`config.mk`:
```
export PLATFORM = sky130hd
export DESIGN_NAME = tcap_unit
export DESIGN_NICKNAME = d
export VERILOG_FILES = /design/src/rtl/tcap_pkg.sv /design/src/rtl/tcap_edge.sv /design/src/rtl/tcap_capreg.sv /design/src/rtl/tcap_flag.sv /design/src/rtl/tcap_unit.sv
export SDC_FILE = /design/constraint.sdc
export NUM_CORES = 1
export LEC_CHECK = 0
export ABC_AREA = 1
export ABC_CLOCK_PERIOD_IN_PS = 1700
export BUFFER_PORTS_ARGS = -buffer_cell sky130_fd_sc_hd__buf_2
export CAP_MARGIN = 20
export CELL_PAD_IN_SITES_DETAIL_PLACEMENT = 0
export CELL_PAD_IN_SITES_GLOBAL_PLACEMENT = 2
export CORE_UTILIZATION = 21
export CTS_CLUSTER_DIAMETER = 60
export CTS_CLUSTER_SIZE = 30
export DETAILED_ROUTE_END_ITERATION = 7
export PLACE_DENSITY = 0.77
export SLEW_MARGIN = 15
export SYNTH_ARGS = -nofsm -noshare
export SYNTH_HDL_FRONTEND = slang
export SYNTH_HIERARCHICAL = 1
export SYNTH_SLANG_ARGS = --single-unit
```
`constraint.sdc`:
```
create_clock -name clk -period 1.7 [get_ports clk]
set_input_delay 0.085 -clock clk [delete_from_list [all_inputs] [get_ports clk]]
set_output_delay 0.085 -clock clk [all_outputs]
set_load 0.02 [all_outputs]
```
`src/rtl/tcap_pkg.sv`:
```
package tcap_pkg;

  localparam logic [3:0] MODE_FALL   = 4'b0100;
  localparam logic [3:0] MODE_RISE   = 4'b0101;
  localparam logic [3:0] MODE_RISE4  = 4'b0110;
  localparam logic [3:0] MODE_RISE16 = 4'b0111;

  typedef enum logic [1:0] {
    EV_NONE,
    EV_FALL,
    EV_RISE,
    EV_RISE_GRP
  } ev_kind_e;

  function automatic ev_kind_e decode_kind(input logic [3:0] m);
    case (m)
      MODE_FALL:               return EV_FALL;
      MODE_RISE:               return EV_RISE;
      MODE_RISE4, MODE_RISE16: return EV_RISE_GRP;
      default:                 return EV_NONE;
    endcase
  endfunction

  // Number of rising edges that make up one capture event.
  function automatic int unsigned group_len(input logic [3:0] m);
    case (m)
      MODE_RISE4:  return 4;
      MODE_RISE16: return 16;
      default:     return 1;
    endcase
  endfunction

endpackage

```
`src/rtl/tcap_edge.sv`:
```
module tcap_edge
  import tcap_pkg::*;
#(
  parameter int PS_W = 4
) (
  input  logic       clk,
  input  logic       rst_n,
  input  logic       pin_sync,
  input  logic [3:0] mode_eff,
  input  logic       mode_wr,
  output logic       evt
);

  logic            pin_q;
  logic            rise;
  logic            fall;
  logic            last;
  logic [PS_W-1:0] cnt;
  ev_kind_e        kind;

  always_ff @(posedge clk) begin
    if (!rst_n) pin_q <= 1'b0;
    else        pin_q <= pin_sync;
  end

  assign rise = pin_sync & ~pin_q;
  assign fall = ~pin_sync & pin_q;
  assign kind = decode_kind(mode_eff);
  assign last = (cnt == PS_W'(group_len(mode_eff) - 1));

  always_comb begin
    case (kind)
      EV_FALL:     evt = fall;
      EV_RISE:     evt = rise;
      EV_RISE_GRP: evt = rise & ~mode_wr & last;
      default:     evt = 1'b0;
    endcase
  end

  always_ff @(posedge clk) begin
    if (!rst_n || mode_wr) begin
      cnt <= '0;
    end else if (kind == EV_RISE_GRP && rise) begin
      cnt <= last ? '0 : cnt + 1'b1;
    end
  end

endmodule

```
`src/rtl/tcap_capreg.sv`:
```
module tcap_capreg #(
  parameter int TW = 16,
  localparam int NB = TW / 8
) (
  input  logic          clk,
  input  logic          rst_n,
  input  logic          evt,
  input  logic [TW-1:0] tmr_pick,
  input  logic [NB-1:0] wr_byte,
  input  logic [7:0]    wr_data,
  output logic [TW-1:0] cap
);

  for (genvar b = 0; b < NB; b++) begin : g_byte
    always_ff @(posedge clk) begin
      if (!rst_n)          cap[8*b +: 8] <= '0;
      else if (evt)        cap[8*b +: 8] <= tmr_pick[8*b +: 8];
      else if (wr_byte[b]) cap[8*b +: 8] <= wr_data;
    end
  end

endmodule

```
`src/rtl/tcap_flag.sv`:
```
module tcap_flag (
  input  logic clk,
  input  logic rst_n,
  input  logic evt,
  input  logic clr,
  output logic flag
);

  always_ff @(posedge clk) begin
    if (!rst_n)   flag <= 1'b0;
    else if (evt) flag <= 1'b1;
    else if (clr) flag <= 1'b0;
  end

endmodule

```
`src/rtl/tcap_unit.sv`:
```
module tcap_unit
  import tcap_pkg::*;
#(
  parameter int TW   = 16,
  parameter int PS_W = 4
) (
  input  logic          clk,
  input  logic          rst_n,
  input  logic [TW-1:0] tmr_a,
  input  logic [TW-1:0] tmr_b,
  input  logic          tmr_sel,
  input  logic          mode_wr,
  input  logic [3:0]    mode_wdata,
  input  logic          pin_sync,
  input  logic          wr_lo,
  input  logic          wr_hi,
  input  logic [7:0]    wr_data,
  input  logic          flag_clr,
  output logic [7:0]    cap_lo,
  output logic [TW-9:0] cap_hi,
  output logic          flag
);

  logic [3:0]    mode_q;
  logic [3:0]    mode_eff;
  logic          cap_evt;
  logic [TW-1:0] tmr_pick;
  logic [TW-1:0] cap;

  always_ff @(posedge clk) begin
    if (!rst_n)       mode_q <= 4'b0000;
    else if (mode_wr) mode_q <= mode_wdata;
  end

  assign mode_eff = mode_wr ? mode_wdata : mode_q;
  assign tmr_pick = tmr_sel ? tmr_b : tmr_a;

  tcap_edge #(.PS_W(PS_W)) u_edge (
    .clk      (clk),
    .rst_n    (rst_n),
    .pin_sync (pin_sync),
    .mode_eff (mode_eff),
    .mode_wr  (mode_wr),
    .evt      (cap_evt)
  );

  tcap_capreg #(.TW(TW)) u_capreg (
    .clk      (clk),
    .rst_n    (rst_n),
    .evt      (cap_evt),
    .tmr_pick (tmr_pick),
    .wr_byte  ({wr_hi, wr_lo}),
    .wr_data  (wr_data),
    .cap      (cap)
  );

  tcap_flag u_flag (
    .clk   (clk),
    .rst_n (rst_n),
    .evt   (cap_evt),
    .clr   (flag_clr),
    .flag  (flag)
  );

  assign cap_lo = cap[7:0];
  assign cap_hi = cap[TW-1:8];

endmodule

```
# Word-level counts from Yosys, hierarchy flattened

Cells that the tools add are included.

Flip-flop bits (word level): 26
Input bits: 52
Output and inout port bits: 17
Logic and storage cells: 42

Add/subtract/negate cells: 2
Equal/unequal tests: 8
Multiplexer cells: 12
Bitwise operators: 7
Reduce and logical (&&, ||, !) cells: 7

Operators with widths:

| kind                | count |
|---|---|
| $mux 8              | 4 |
| $eq 4x3->1 const B  | 4 |
| $mux 16             | 1 |
| $mux 4              | 2 |
| $pmux 2 s3          | 1 |
| $pmux 3 s2          | 1 |
| $reduce_bool 2->1   | 3 |
| $add 4x1->4 const B | 1 |
| $and 1x1->1         | 4 |
| $eq 2x2->1 const B  | 2 |
| $eq 4x4->1          | 1 |
| $sub 4x1->4 const B | 1 |
| $not 1->1           | 3 |
| $pmux 1 s3          | 1 |
| $eq 2x1->1 const B  | 1 |
| $mux 1              | 2 |
| $reduce_or 2->1     | 1 |
| $logic_and 1x1->1   | 1 |
| $logic_not 1->1     | 1 |
| $logic_or 1x1->1    | 1 |

# Depth between registers and ports, before layout

Word-level depth: 8
Depth in mapped cells: 18
Gate-level depth less buffers: 16

# Cells and area by module

The synthesis kept the hierarchy.

Modules (own cells, without submodules):

| module      | instances | cells an instance | area an instance (µm²) | seq. area each (µm²) |
|---|---|---|---|---|
| tcap_capreg | 1         | 122               | 829.5                  | 320.3 |
| tcap_unit   | 1         | 85                | 441.7                  | 80.1 |
| tcap_edge   | 1         | 57                | 357.8                  | 100.1 |
| tcap_flag   | 1         | 6                 | 43.8                   | 20.0 |

# Least setup slack after synthesis

Ideal clock, no wire load.

Kind: register -> register
From: register mode_q[1]
To: register u_capreg.cap[10]
Setup time: 0.109 ns
Arrival: 1.552 ns
Required time: 1.591 ns
Path slack: 0.039 ns
Stages on the path, launching flop included: 18
Buffers on the path: 2
Clock period less this slack: 1.661 ns
Cell sequence: dfxtp_1 inv_1 nand2_1 nand2_1 inv_1 nand2_1 nor2_1 nand2_1 nand2_1 nand4_1 nand3_1 buf_6 inv_6 buf_8 nand3_1 nand3_1 nand2_1 inv_1

Cells in the longest elaborated chain, start to end: 8
Elaborated cells on any way between the ends: 17
Classes of those cells: 1 x add/sub; 8 x eq/ne; 5 x mux; 1 x bitwise; 2 x reduce/logical

Ends and longest elaborated chain:

| what                                               | RTL line                       | RTL |
|---|---|---|
| start: declaration                                 | tcap_unit.sv:24                | `logic [3:0] mode_q;` |
| start signal: assignment                           | tcap_unit.sv:32                | `else if (mode_wr) mode_q <= mode_wdata;` |
| $mux 4 (*)                                         | n/a                            |  |
| via mode_eff[1]                                    | tcap_unit.sv:25                | `logic [3:0] mode_eff;` |
| $eq 4x3->1                                         | tcap_pkg.sv:16, tcap_pkg.sv:26 |  |
| $pmux 3 s2                                         | tcap_pkg.sv:26                 | `case (m)` |
| $sub 4x1->4                                        | tcap_edge.sv:29                | `assign last = (cnt == PS_W'(group_len(mode_eff) - 1));` |
| $eq 4x4->1                                         | tcap_edge.sv:29                |  |
| $and 1x1->1                                        | tcap_edge.sv:35                | `EV_RISE_GRP: evt = rise & ~mode_wr & last;` |
| $pmux 1 s3 (*)                                     | tcap_edge.sv:32                | `case (kind)` |
| via cap_evt                                        | tcap_unit.sv:26                | `logic cap_evt;` |
| $mux 8 / $reduce_bool 2->1 (equally long branches) | n/a                            |  |
| end signal: indexed assignment                     | tcap_capreg.sv:17              | `else if (evt) cap[8*b +: 8] <= tmr_pick[8*b +: 8];` |
| end signal: indexed assignment                     | tcap_capreg.sv:18              | `else if (wr_byte[b]) cap[8*b +: 8] <= wr_data;` |
| end: declaration                                   | tcap_capreg.sv:11              | `output logic [TW-1:0] cap` |

The timed path passes the listed nets; every way through them passes the cells marked *.
A chain may end at the register's enable or synchronous reset.

# Worst setup path in the final report

From: register mode_q[1]
To: register u_capreg.cap[4]

Same word-level chain as after synthesis.

==> impl_metrics.toml <==
[power]
p_leak_nw = 1.336
powerDensity_nw_per_um2 = 620.4
max-vdd-ir-drop_v = 0.0001843

[worst_hold_path]
min_delay_worst_endpoint = "u_edge/pin_q$_SDFF_PN0_"
min_path_cells = 3
holdCritStartpoint = "pin_sync"
hp-class = "primary input to flip-flop"

[timing]
finalWorstPathRequiredPeriod_ns = 1.703
tightest_slew_ns = 0.4680
timing.clock.skew_ns = 0.007742
timing_hold_violations_final = 0
max_slew_violation_count = 0
postLayoutSetupSlackWorst_ns = -0.003487
period_share_pct = 100.2
finalSetupViolations = 1
slew_limit_headroom_pct = 68.80
max_freq_ghz = 0.5870
timing.setup.tns_ns = -0.003487
grt_setup_unrepaired = "yes"

[cts]
cts-buffers-inserted = 3
tritoncts = "done"
cts-root-to-sink-buffers = 2
clock_insertion_delay_worst_skew_ns = 0.27
cts.reportedPaths.clkPinSlew_ns = 0.09
clock_sinks = 26
htree_num_levels = 1
cts_root_buffer = "sky130_fd_sc_hd__clkbuf_8"

[critical_path]
regToRegStartpoint = "mode_q[1]$_SDFF_PN0_"
worst-endpoint-arrival_ns = 1.92
start_kind = "flip-flop"
critPathKind = "flip-flop to flip-flop"
critPathRequiredTime_ns = 1.92
endpoint_kind = "flip-flop"
ff_to_ff_setup_slack_ns = -0.003
worst_r2r_path_depth = 15
end_of_the_worst_register_to_register_path = "u_capreg/cap[4]$_SDFFE_PN0P_"
highest_net_fanout_along_the_worst_path = 8

[grt]
grt_antenna_before_repair = 0
gr-total-overflow = 0
grt_pass1_wl_um = 7748
global_route.usage.met3_pct = 3.099
largest_net_degree_at_the_start_of_global_routing = 33
first_global_vias = 1742
grtUsageMet2_pct = 20.58
global_route.usage.met1_pct = 13.89
grt_use_total_pct = 11.67
globalRoute.busiestLayer = "met2"

[layout]
filler_cell_count = 880
final_cell_mix = "sky130_fd_sc_hd__nand2_1, sky130_fd_sc_hd__buf_2, sky130_fd_sc_hd__inv_1"
fraction_of_layout_cells_with_a_size_suffix_above_1_pct = 35.65
finish.net_count = 400
n_antenna_cell = 0
area_growth_pct = 37.32
finalCoreUtilization_pct = 29.73
multi_input_area_um2 = 889.6
layout_commonest_cell = "sky130_fd_sc_hd__nand2_1"
final_cell_area_um2 = 2297
ff_latch_area_um2 = 521.8

[placed_design]
placement.io_buffers = 68
finalWeightedCongestion = 0.7428
hpwl_um = 3639
postPlaceCellArea_um2 = 2177
place_worst_setup_slack_ns = -0.1430

[floorplanning]
die_width_um = 91.25
floorplan.rows = 32
initial_core_util_pct = 21.65
chipHeight_um = 91.25
floorplan.die_area_um2 = 8327
io_pins = 69
area_of_the_core_um2 = 7727

[routing]
route.antenna.remaining_nets = 0
route.detailed.vias_per_inst = 3.917
drt_first_pass_iters = 4
drcViolationCount = 0
drt_iter0_drc = 31
post_drt_wl_per_cell_um = 10.16
vias = 1751
drt_wl_total_um = 4543

[outcome]
run_status = "finished, violations left"
failed_checks = "negative setup slack"

[logic_synthesis]
synth.ff_latch_count = 26
synth.yosys.seq_area_share_pct = 31.11
yosys.cell_types.count = 24
synthCells = 270
avgSynthCellArea_um2 = 6.196
synth_nets = 323
yosys_warnings = 6
synth_area_um2 = 1673

[flow_run]
maxCapViolations = 0
-- repair_timing --
action / 4_1_cts / 5_1_grt
pin swaps: 5 / 22
hold buffers: 0 / 0
setup buffers: 0 / 1
endpoints found under the setup margin: 17 / 17
gates resized for setup: 15 / 13
-- area by class of cell --
type | instances | area share, %
Tap cell | 102 | 5.556
Sequential cell | 26 | 22.71
Timing Repair Buffer | 82 | 20.64
Inverter | 62 | 10.57
Multi-Input combinational cell | 172 | 38.73
Clock buffer | 3 | 1.797
-- cells in the mapped netlist --
library cell / count / area share [%]
sky130_fd_sc_hd__a21oi_2: 1 / 0.52
sky130_fd_sc_hd__buf_2: 3 / 0.90
sky130_fd_sc_hd__buf_4: 1 / 0.45
sky130_fd_sc_hd__buf_6: 4 / 2.7
sky130_fd_sc_hd__buf_8: 1 / 0.90
sky130_fd_sc_hd__clkbuf_1: 1 / 0.22
sky130_fd_sc_hd__dfxtp_1: 26 / 31
sky130_fd_sc_hd__ha_1: 1 / 0.75
sky130_fd_sc_hd__inv_1: 61 / 14
sky130_fd_sc_hd__inv_6: 1 / 0.52
sky130_fd_sc_hd__nand2_1: 90 / 20
sky130_fd_sc_hd__nand2_2: 1 / 0.37
sky130_fd_sc_hd__nand3_1: 30 / 9.0
sky130_fd_sc_hd__nand3_2: 5 / 3.0
sky130_fd_sc_hd__nand3_4: 1 / 1.0
sky130_fd_sc_hd__nand4_1: 2 / 0.75
sky130_fd_sc_hd__nor2_1: 15 / 3.4
sky130_fd_sc_hd__nor2_4: 3 / 2.0
sky130_fd_sc_hd__nor3_1: 1 / 0.30
sky130_fd_sc_hd__nor4_1: 1 / 0.37
sky130_fd_sc_hd__o21ai_0: 14 / 4.2
sky130_fd_sc_hd__o21ai_2: 4 / 2.1
sky130_fd_sc_hd__xnor2_1: 1 / 0.52
sky130_fd_sc_hd__xor2_1: 2 / 1.0
-- kinds of logic (layout without fill, tap and decap cells) --
| family | after synthesis | count (layout) | synth area share [%] |
|---|---|---|---|
| fa+ha+maj | 1 | 1 | 0.7478 |
| xor+xnor | 3 | 3 | 1.571 |
| flops | 26 | 26 | 31.11 |
| simple gates | 149 | 149 | 40.39 |
| compound gates | 19 | 19 | 6.806 |
| buf+inv | 72 | 147 | 19.37 |
-- through the flow --
| stage | power (mW) | instances | hold slack [ns] |
|---|---|---|---|
| final | 1.425 | 447 | 0.07197 |
| after global placement | 1.060 | 443 | 0.3212 |
| after CTS | 1.442 | 446 | 0.04204 |
| after global routing | 1.523 | 447 | 0.07384 |
| after floorplan | 0.9021 | 270 | 0.1785 |
| after detailed placement | 1.061 | 443 | 0.3160 |
-- worst max-delay path, stage by stage, from the launching register on --
cell and delay (ns):
sky130_fd_sc_hd__dfxtp_1 0.30, sky130_fd_sc_hd__inv_1 0.05, sky130_fd_sc_hd__nand2_1 0.06, sky130_fd_sc_hd__nand2_2 0.07, sky130_fd_sc_hd__inv_2 0.06, sky130_fd_sc_hd__buf_4 0.15
sky130_fd_sc_hd__nand3_1 0.09, sky130_fd_sc_hd__nand2_2 0.06, sky130_fd_sc_hd__nand4_1 0.09, sky130_fd_sc_hd__nand3_2 0.10, sky130_fd_sc_hd__buf_12 0.15, sky130_fd_sc_hd__nor2_4 0.21
sky130_fd_sc_hd__nand2_1 0.08, sky130_fd_sc_hd__nand3_1 0.07, sky130_fd_sc_hd__nand2_1 0.05, sky130_fd_sc_hd__inv_1 0.05
-- worst max path at each step --
stage	start	endpoint
final	mode_q[1]$_SDFF_PN0_	u_capreg/cap[4]$_SDFFE_PN0P_
after global routing	mode_q[1]$_SDFF_PN0_	u_capreg/cap[13]$_SDFFE_PN0P_
after CTS	mode_q[2]$_SDFF_PN0_	u_capreg/cap[11]$_SDFFE_PN0P_
after detailed placement	mode_wr	u_capreg/cap[4]$_SDFFE_PN0P_
after global placement	mode_wr	u_capreg/cap[4]$_SDFFE_PN0P_
after floorplan	mode_q[1]$_SDFF_PN0_	u_capreg/cap[10]$_SDFFE_PN0P_
-- state kept, by name, summed over array words and instances, names as in the netlist --
register / flops
u_capreg/cap: 16
u_flag/flag: 1
u_edge/pin_q: 1
mode_q: 4
u_edge/cnt: 4
-- layer usage --
metal / vias to the layer above / part of all wire [%]
met3: 2 / 7.1
met2: 55 / 45
met1: 737 / 47
met5: - / 0
li1: 957 / -
met4: 0 / 0.73
-- report_power, final --
part | internal (mW) | total [mW] | switching, mW
sequential | 0.645 | 0.662 | 0.0171
clock | 0.159 | 0.356 | 0.197
combinational | 0.170 | 0.407 | 0.237
total | 0.974 | 1.43 | 0.451
(Power assumes the default switching activity.)
